--- src/rtl/pcs_rx_pkg.sv ---
// Package: shared code-group type, delimiter values and classifiers for
// the PCS receive deframer. Assumes code-groups arrive already decoded.
package pcs_rx_pkg;

    localparam int CG_W = 8;
    // Lookahead depth fixed by the termination rule: terminate then extend.
    localparam int LOOK = 2;

    localparam logic [CG_W-1:0] CG_START  = 8'hFB;
    localparam logic [CG_W-1:0] CG_TERM   = 8'hFD;
    localparam logic [CG_W-1:0] CG_EXTEND = 8'hF7;
    localparam logic [CG_W-1:0] CG_COMMA  = 8'hBC;
    localparam logic [CG_W-1:0] PREAMBLE  = 8'h55;

    typedef struct packed {
        logic [CG_W-1:0] val;
        logic            ctrl;
        logic            bad;
    } cg_t;

    typedef enum logic [1:0] {
        ST_QUIET = 2'd0,
        ST_READY = 2'd1,
        ST_FRAME = 2'd2
    } rx_state_e;

    function automatic logic is_data(input cg_t c);
        return !c.bad && !c.ctrl;
    endfunction

    function automatic logic is_ctl(input cg_t c, input logic [CG_W-1:0] code);
        return !c.bad && c.ctrl && (c.val == code);
    endfunction

endpackage

--- src/rtl/pcs_rx_lookahead.sv ---
// Module: delay line holding the most recent code-groups so that the
// framing logic can see LOOK code-groups beyond the one it is emitting.
// taps[0] is the live input, taps[k] is the input delayed by k cycles.
module pcs_rx_lookahead
    import pcs_rx_pkg::*;
#(
    parameter int DEPTH = LOOK
) (
    input  logic clk,
    input  logic rst_n,
    input  cg_t  cg_in,
    output cg_t  taps [DEPTH+1]
);

    cg_t stage [DEPTH];

    assign taps[0] = cg_in;

    for (genvar g = 0; g < DEPTH; g++) begin : g_stage
        if (g == 0) begin : g_first
            // Capture the live code-group; reset loads a neutral data value.
            always_ff @(posedge clk) begin
                if (!rst_n) stage[g] <= '0;
                else        stage[g] <= cg_in;
            end
        end else begin : g_next
            // Shift the previous stage one step further back.
            always_ff @(posedge clk) begin
                if (!rst_n) stage[g] <= '0;
                else        stage[g] <= stage[g-1];
            end
        end
        assign taps[g+1] = stage[g];
    end

endmodule

--- src/rtl/pcs_rx_frame_fsm.sv ---
// Module: framing state machine. Decides data-valid, error and output byte
// for the oldest buffered code-group (cur), using the two newer ones
// (nxt1, nxt2) to judge the termination. Outputs are registered.
// Assumes one code-group per clock with no gaps.
module pcs_rx_frame_fsm
    import pcs_rx_pkg::*;
(
    input  logic            clk,
    input  logic            rst_n,
    input  cg_t             cur,
    input  cg_t             nxt1,
    input  cg_t             nxt2,
    output logic [CG_W-1:0] rxd,
    output logic            rx_dv,
    output logic            rx_er
);

    rx_state_e       state, state_n;
    logic            comma_prev;
    logic            idle_done;
    logic            bad_end;
    logic [CG_W-1:0] rxd_n;
    logic            dv_n, er_n;

    // Remember whether the previous code-group was a valid comma.
    always_ff @(posedge clk) begin
        if (!rst_n) comma_prev <= 1'b0;
        else        comma_prev <= is_ctl(cur, CG_COMMA);
    end

    assign idle_done = comma_prev && is_data(cur);
    assign bad_end   = is_ctl(nxt1, CG_TERM) && !is_ctl(nxt2, CG_EXTEND);

    // Next-state and next-output decision for the current code-group.
    always_comb begin
        state_n = state;
        rxd_n   = '0;
        dv_n    = 1'b0;
        er_n    = 1'b0;
        if (state == ST_FRAME) begin
            if (is_ctl(cur, CG_TERM)) begin
                state_n = ST_QUIET;
            end else if (cur.bad || !cur.ctrl) begin
                dv_n  = 1'b1;
                rxd_n = cur.val;
                er_n  = cur.bad || bad_end;
            end else begin
                dv_n    = 1'b1;
                er_n    = 1'b1;
                rxd_n   = cur.val;
                state_n = ST_QUIET;
            end
        end else if (state == ST_READY && is_ctl(cur, CG_START)) begin
            dv_n    = 1'b1;
            rxd_n   = PREAMBLE;
            state_n = ST_FRAME;
        end else if (idle_done) begin
            state_n = ST_READY;
        end else begin
            state_n = ST_QUIET;
        end
    end

    // Register state and outputs.
    always_ff @(posedge clk) begin
        if (!rst_n) begin
            state <= ST_QUIET;
            rxd   <= '0;
            rx_dv <= 1'b0;
            rx_er <= 1'b0;
        end else begin
            state <= state_n;
            rxd   <= rxd_n;
            rx_dv <= dv_n;
            rx_er <= er_n;
        end
    end

endmodule

--- src/rtl/pcs_rx_deframer.sv ---
// Module: top of the PCS receive deframer. Packs the decoded code-group
// inputs, buffers LOOK of them, and drives the MAC-side byte stream.
// Latency from input code-group to output byte is LOOK+1 rising edges.
module pcs_rx_deframer
    import pcs_rx_pkg::*;
(
    input  logic            clk,
    input  logic            rst_n,
    input  logic [CG_W-1:0] cg_byte,
    input  logic            cg_is_ctrl,
    input  logic            cg_bad,
    output logic [CG_W-1:0] mac_rxd,
    output logic            mac_rx_dv,
    output logic            mac_rx_er
);

    cg_t in_cg;
    cg_t taps [LOOK+1];

    assign in_cg = '{val: cg_byte, ctrl: cg_is_ctrl, bad: cg_bad};

    pcs_rx_lookahead #(.DEPTH(LOOK)) u_look (
        .clk   (clk),
        .rst_n (rst_n),
        .cg_in (in_cg),
        .taps  (taps)
    );

    pcs_rx_frame_fsm u_fsm (
        .clk   (clk),
        .rst_n (rst_n),
        .cur   (taps[LOOK]),
        .nxt1  (taps[LOOK-1]),
        .nxt2  (taps[LOOK-2]),
        .rxd   (mac_rxd),
        .rx_dv (mac_rx_dv),
        .rx_er (mac_rx_er)
    );

endmodule

--- config.mk ---
export PLATFORM = sky130hd
export DESIGN_NAME = pcs_rx_deframer
export DESIGN_NICKNAME = d
export VERILOG_FILES = /design/src/rtl/pcs_rx_pkg.sv /design/src/rtl/pcs_rx_lookahead.sv /design/src/rtl/pcs_rx_frame_fsm.sv /design/src/rtl/pcs_rx_deframer.sv
export SDC_FILE = /design/constraint.sdc
export NUM_CORES = 1
export LEC_CHECK = 0
export BUFFER_PORTS_ARGS = -buffer_cell sky130_fd_sc_hd__buf_2
export CAP_MARGIN = 0
export CORE_ASPECT_RATIO = 0.75
export CORE_MARGIN = 8
export CORE_UTILIZATION = 30
export CTS_BUF_LIST = sky130_fd_sc_hd__clkbuf_8
export CTS_CLUSTER_DIAMETER = 200
export DETAILED_ROUTE_END_ITERATION = 12
export SYNTH_ARGS = -nofsm -noshare
export SYNTH_HDL_FRONTEND = slang
export SYNTH_SLANG_ARGS = --single-unit
--- constraint.sdc ---
create_clock -name clk -period 1.3 [get_ports clk]
set_input_delay 0.065 -clock clk [delete_from_list [all_inputs] [get_ports clk]]
set_output_delay 0.065 -clock clk [all_outputs]
set_load 0.02 [all_outputs]
==> metrics.md <==
| Metric | Value |
|---|---|
| Fin crit share | 98.66% |
| Post-synth EDFFs | 0 |
| Sequential fraction of the synthesis area | 63.39% |
| Seq cells post-synth | 33 |
| 1st-pass router iterations | 4 |
| Antenna viol nets, final | 0 |
| Largest net degree at the start of global routing | 18 |
| Placed Cells | approximately 150 |
| Met3 WL | 152 um |
| Die Ht | 67.05 um |
| H-tree lvl count | 2 |
| Worst endpoint required time | 1.52 ns |
| Max Freq | 0.7797 GHz |
| Iter 0 DRT Violations | 12 |
| Max Cap Viol | 0 |
| Num CTS Buffers | 5 |
| Synthesized cell area | 1042 um^2 |
| Antenna violations before repair | 0 |
| Mean post-synth cell area | roughly 11 um^2 |
| CP cell instances | nand4_4 > nor4_4 > o2bb2ai_4 > and2_1 |
| I/O pins | 22 |
| Slew Viols, Final | 0 |
| PwrDens | 1448 nW/um^2 |
| Slowest library cell on the worst path | nor4_4 |
| Share of cells above drive strength 1 | between 40% and 50% |
| Worst hold start | cg_byte[2] |
| DRC viols | 0 |
| Final Util | between 40% and 50% |
| CTS tree | built |
| Leak Pwr | 0.0006432 uW |
| Worst skew pair latency | 0.28 ns |
| Outcome | finished clean |
| Input/output buffers | 21 |
| Final hold vios | 0 |
| Clk root buf | clkbuf_8 |
| GPL Wtd Cong | 0.7532 |
| Yosys warnings | 0 |
| Distinct cell type count after synthesis | 20 |
| Critical path data arrival time | 1.50 ns |
| Number of vias per cell | 4.371 |
| Startpoint Class | flip-flop |
| Worst slew pin tran | 0.3473 ns |
| GR Overflow Total | 0 |
| Routed WL | 2040 um |
| Diodes inserted | 0 |
| Site row count | 18 |
| Total Nets Final | 138 |
| Clk_skew | 0.006570 ns |
| RSZ-0062 raised after global routing | yes |
| Kind of critical path | reg2reg |
| Routed via count | 730 |
| CTS Sinks | 33 |
| Starting Density | 31.48% |
| Critical Path Start | u_look.stage[1][6] |
| Dpl ws | -0.01798 ns |
| Asr flop ratio synth | 0% |
| Routed wire length on met2 | 881 um |
| Final hold slack | 0.005045 ns |
| Worst hold path class | in2reg |
| Setup ws final | 0.01743 ns |
| Clk slew on worst S/H paths | 0.07 ns |
| Final Critical Period | 1.283 ns |
| Metal1 wirelength | 992 um |
| Max_slew headroom | 76.63% |
| Final setup vio count | 0 |
| Die ar. | around 5600 um^2 |
| CP max FO | 5 |
| Ys flop type | dfxtp_1 |
| Layout Cells excl Fill | 167 |
| Vias in the first global route | 783 |
| RR Startpoint | u_look.stage[1][6] |
| Max IR drop VDD | roughly 0.00066 V |
| CP max stage delay | 0.41 ns |
| First-pass GRT wire length | 3470 um |
| Synthesized instance count | 92 |
| Overall Global Routing Usage | between 8 and 9% |
| Die Span X | around 84 um |
| Worst Setup End Kind | flip-flop |
| Area delta synth->final | 38.53% |
| CORE AREA | ~3300 um^2 |
| DR top layer | met4 |
| Total negative slack | 0 ns |
| Maximum clock path buffer count | 2 |
| Synthesized net count | 104 |
| Drt wl/cell | 12.22 um |
[path summary, 6_finish.rpt]
check	endpoint	slack [ns]	depth (start not counted)
worst max-delay path	u_fsm.rxd[0]	0.02	4
worst min-delay path	u_look.stage[0][4]	0.005	2
worst max register to register	u_fsm.rxd[0]	0.02	4
worst min register to register	u_fsm.state[0]	0.42	2
[critical path: cells and delay by family, from the launching register on]
family,cells,cell delay [ns]
simple gates,3,0.69
flops,1,0.35
compound gates,1,0.17
[cell type report]
cell class | count | area [um^2]
Clock buffer | 6 | 82.58
Clock inverter | 2 | 33.78
Fill cell | 328 | 1867
Inverter | 1 | 3.754
Multi-Input combinational cell | 56 | 437.9
Sequential cell | 33 | 668.1
Tap cell | 40 | 50.05
Timing Repair Buffer | 29 | 167.7
[cells in the final DEF (no fill, tap or decap), types with 2 or more instances in the layout]
cell type / Yosys / routed
clkbuf_8: 0 / 6
dfxtp_2: 0 / 6
nand2_2: 0 / 2
nor2_1: 3 / 2
buf_4: 0 / 7
dfxtp_1: 33 / 27
nor4_4: 1 / 2
nand3_1: 2 / 2
inv_1: 1 / 2
nand2_1: 7 / 5
and2_1: 26 / 26
nor4_1: 4 / 3
nand4_1: 2 / 2
buf_2: 0 / 21
[cells by family (layout without fill, tap and decap cells)]
family / count (synthesis) / count (layout) / synth area share (%)
compound gates: 3 / 3 / 3.001
buf+inv: 3 / 38 / 1.080
simple gates: 53 / 53 / 32.53
flops: 33 / 33 / 63.39
[metal layers]
metal / vias up / GRT usage (%)
met3: 3 / 4.872
met4: 0 / 3.863
met5: - / 0
met2: 28 / 11.92
met1: 324 / 8.955
li1: 375 / -
[through the flow]
step           power (uW)  area (um^2)
2_1_floorplan        1107         1042
3_5_place_dp         1141         1212
3_3_place_gp         1138         1212
4_1_cts              2103         1374
5_1_grt              2190         1444
6_report             2091         1444
[report_power, final]
part,total (uW),leakage [uW],internal [uW],switching (uW)
clock network,957,0.0000626,616,340
registers,1060,0.000272,1040,20.4
logic,72.3,0.000308,39.9,32.4
total,2090,0.000643,1700,393
[flip-flops by register name, summed over array words and instances, names as in the netlist]
register          cells
u_fsm.comma_prev      1
u_fsm.rx_dv           1
u_fsm.rx_er           1
u_fsm.rxd             8
u_fsm.state           2
u_look.stage         20
[repair_timing]
| item | CTS | global route |
|---|---|---|
| hold buffers | 1 | 0 |
| gates resized for setup | 3 | 13 |
| setup endpoints to repair | 5 | 10 |
| pin swaps | 4 | 5 |
| setup buffers | 1 | 3 |
| hold endpoints to repair | 1 | 0 |
[synthesized netlist by cell type, types with 2 or more instances]
cell type | count | share of area, %
dfxtp_1 | 33 | 63
nand3_1 | 2 | 0.96
clkbuf_1 | 2 | 0.72
and2_1 | 26 | 16
nor4_1 | 4 | 2.4
nor2_1 | 3 | 1.1
nand2_1 | 7 | 2.5
nand2b_1 | 2 | 1.2
nand4_1 | 2 | 1.2
(Power assumes the default switching activity.)
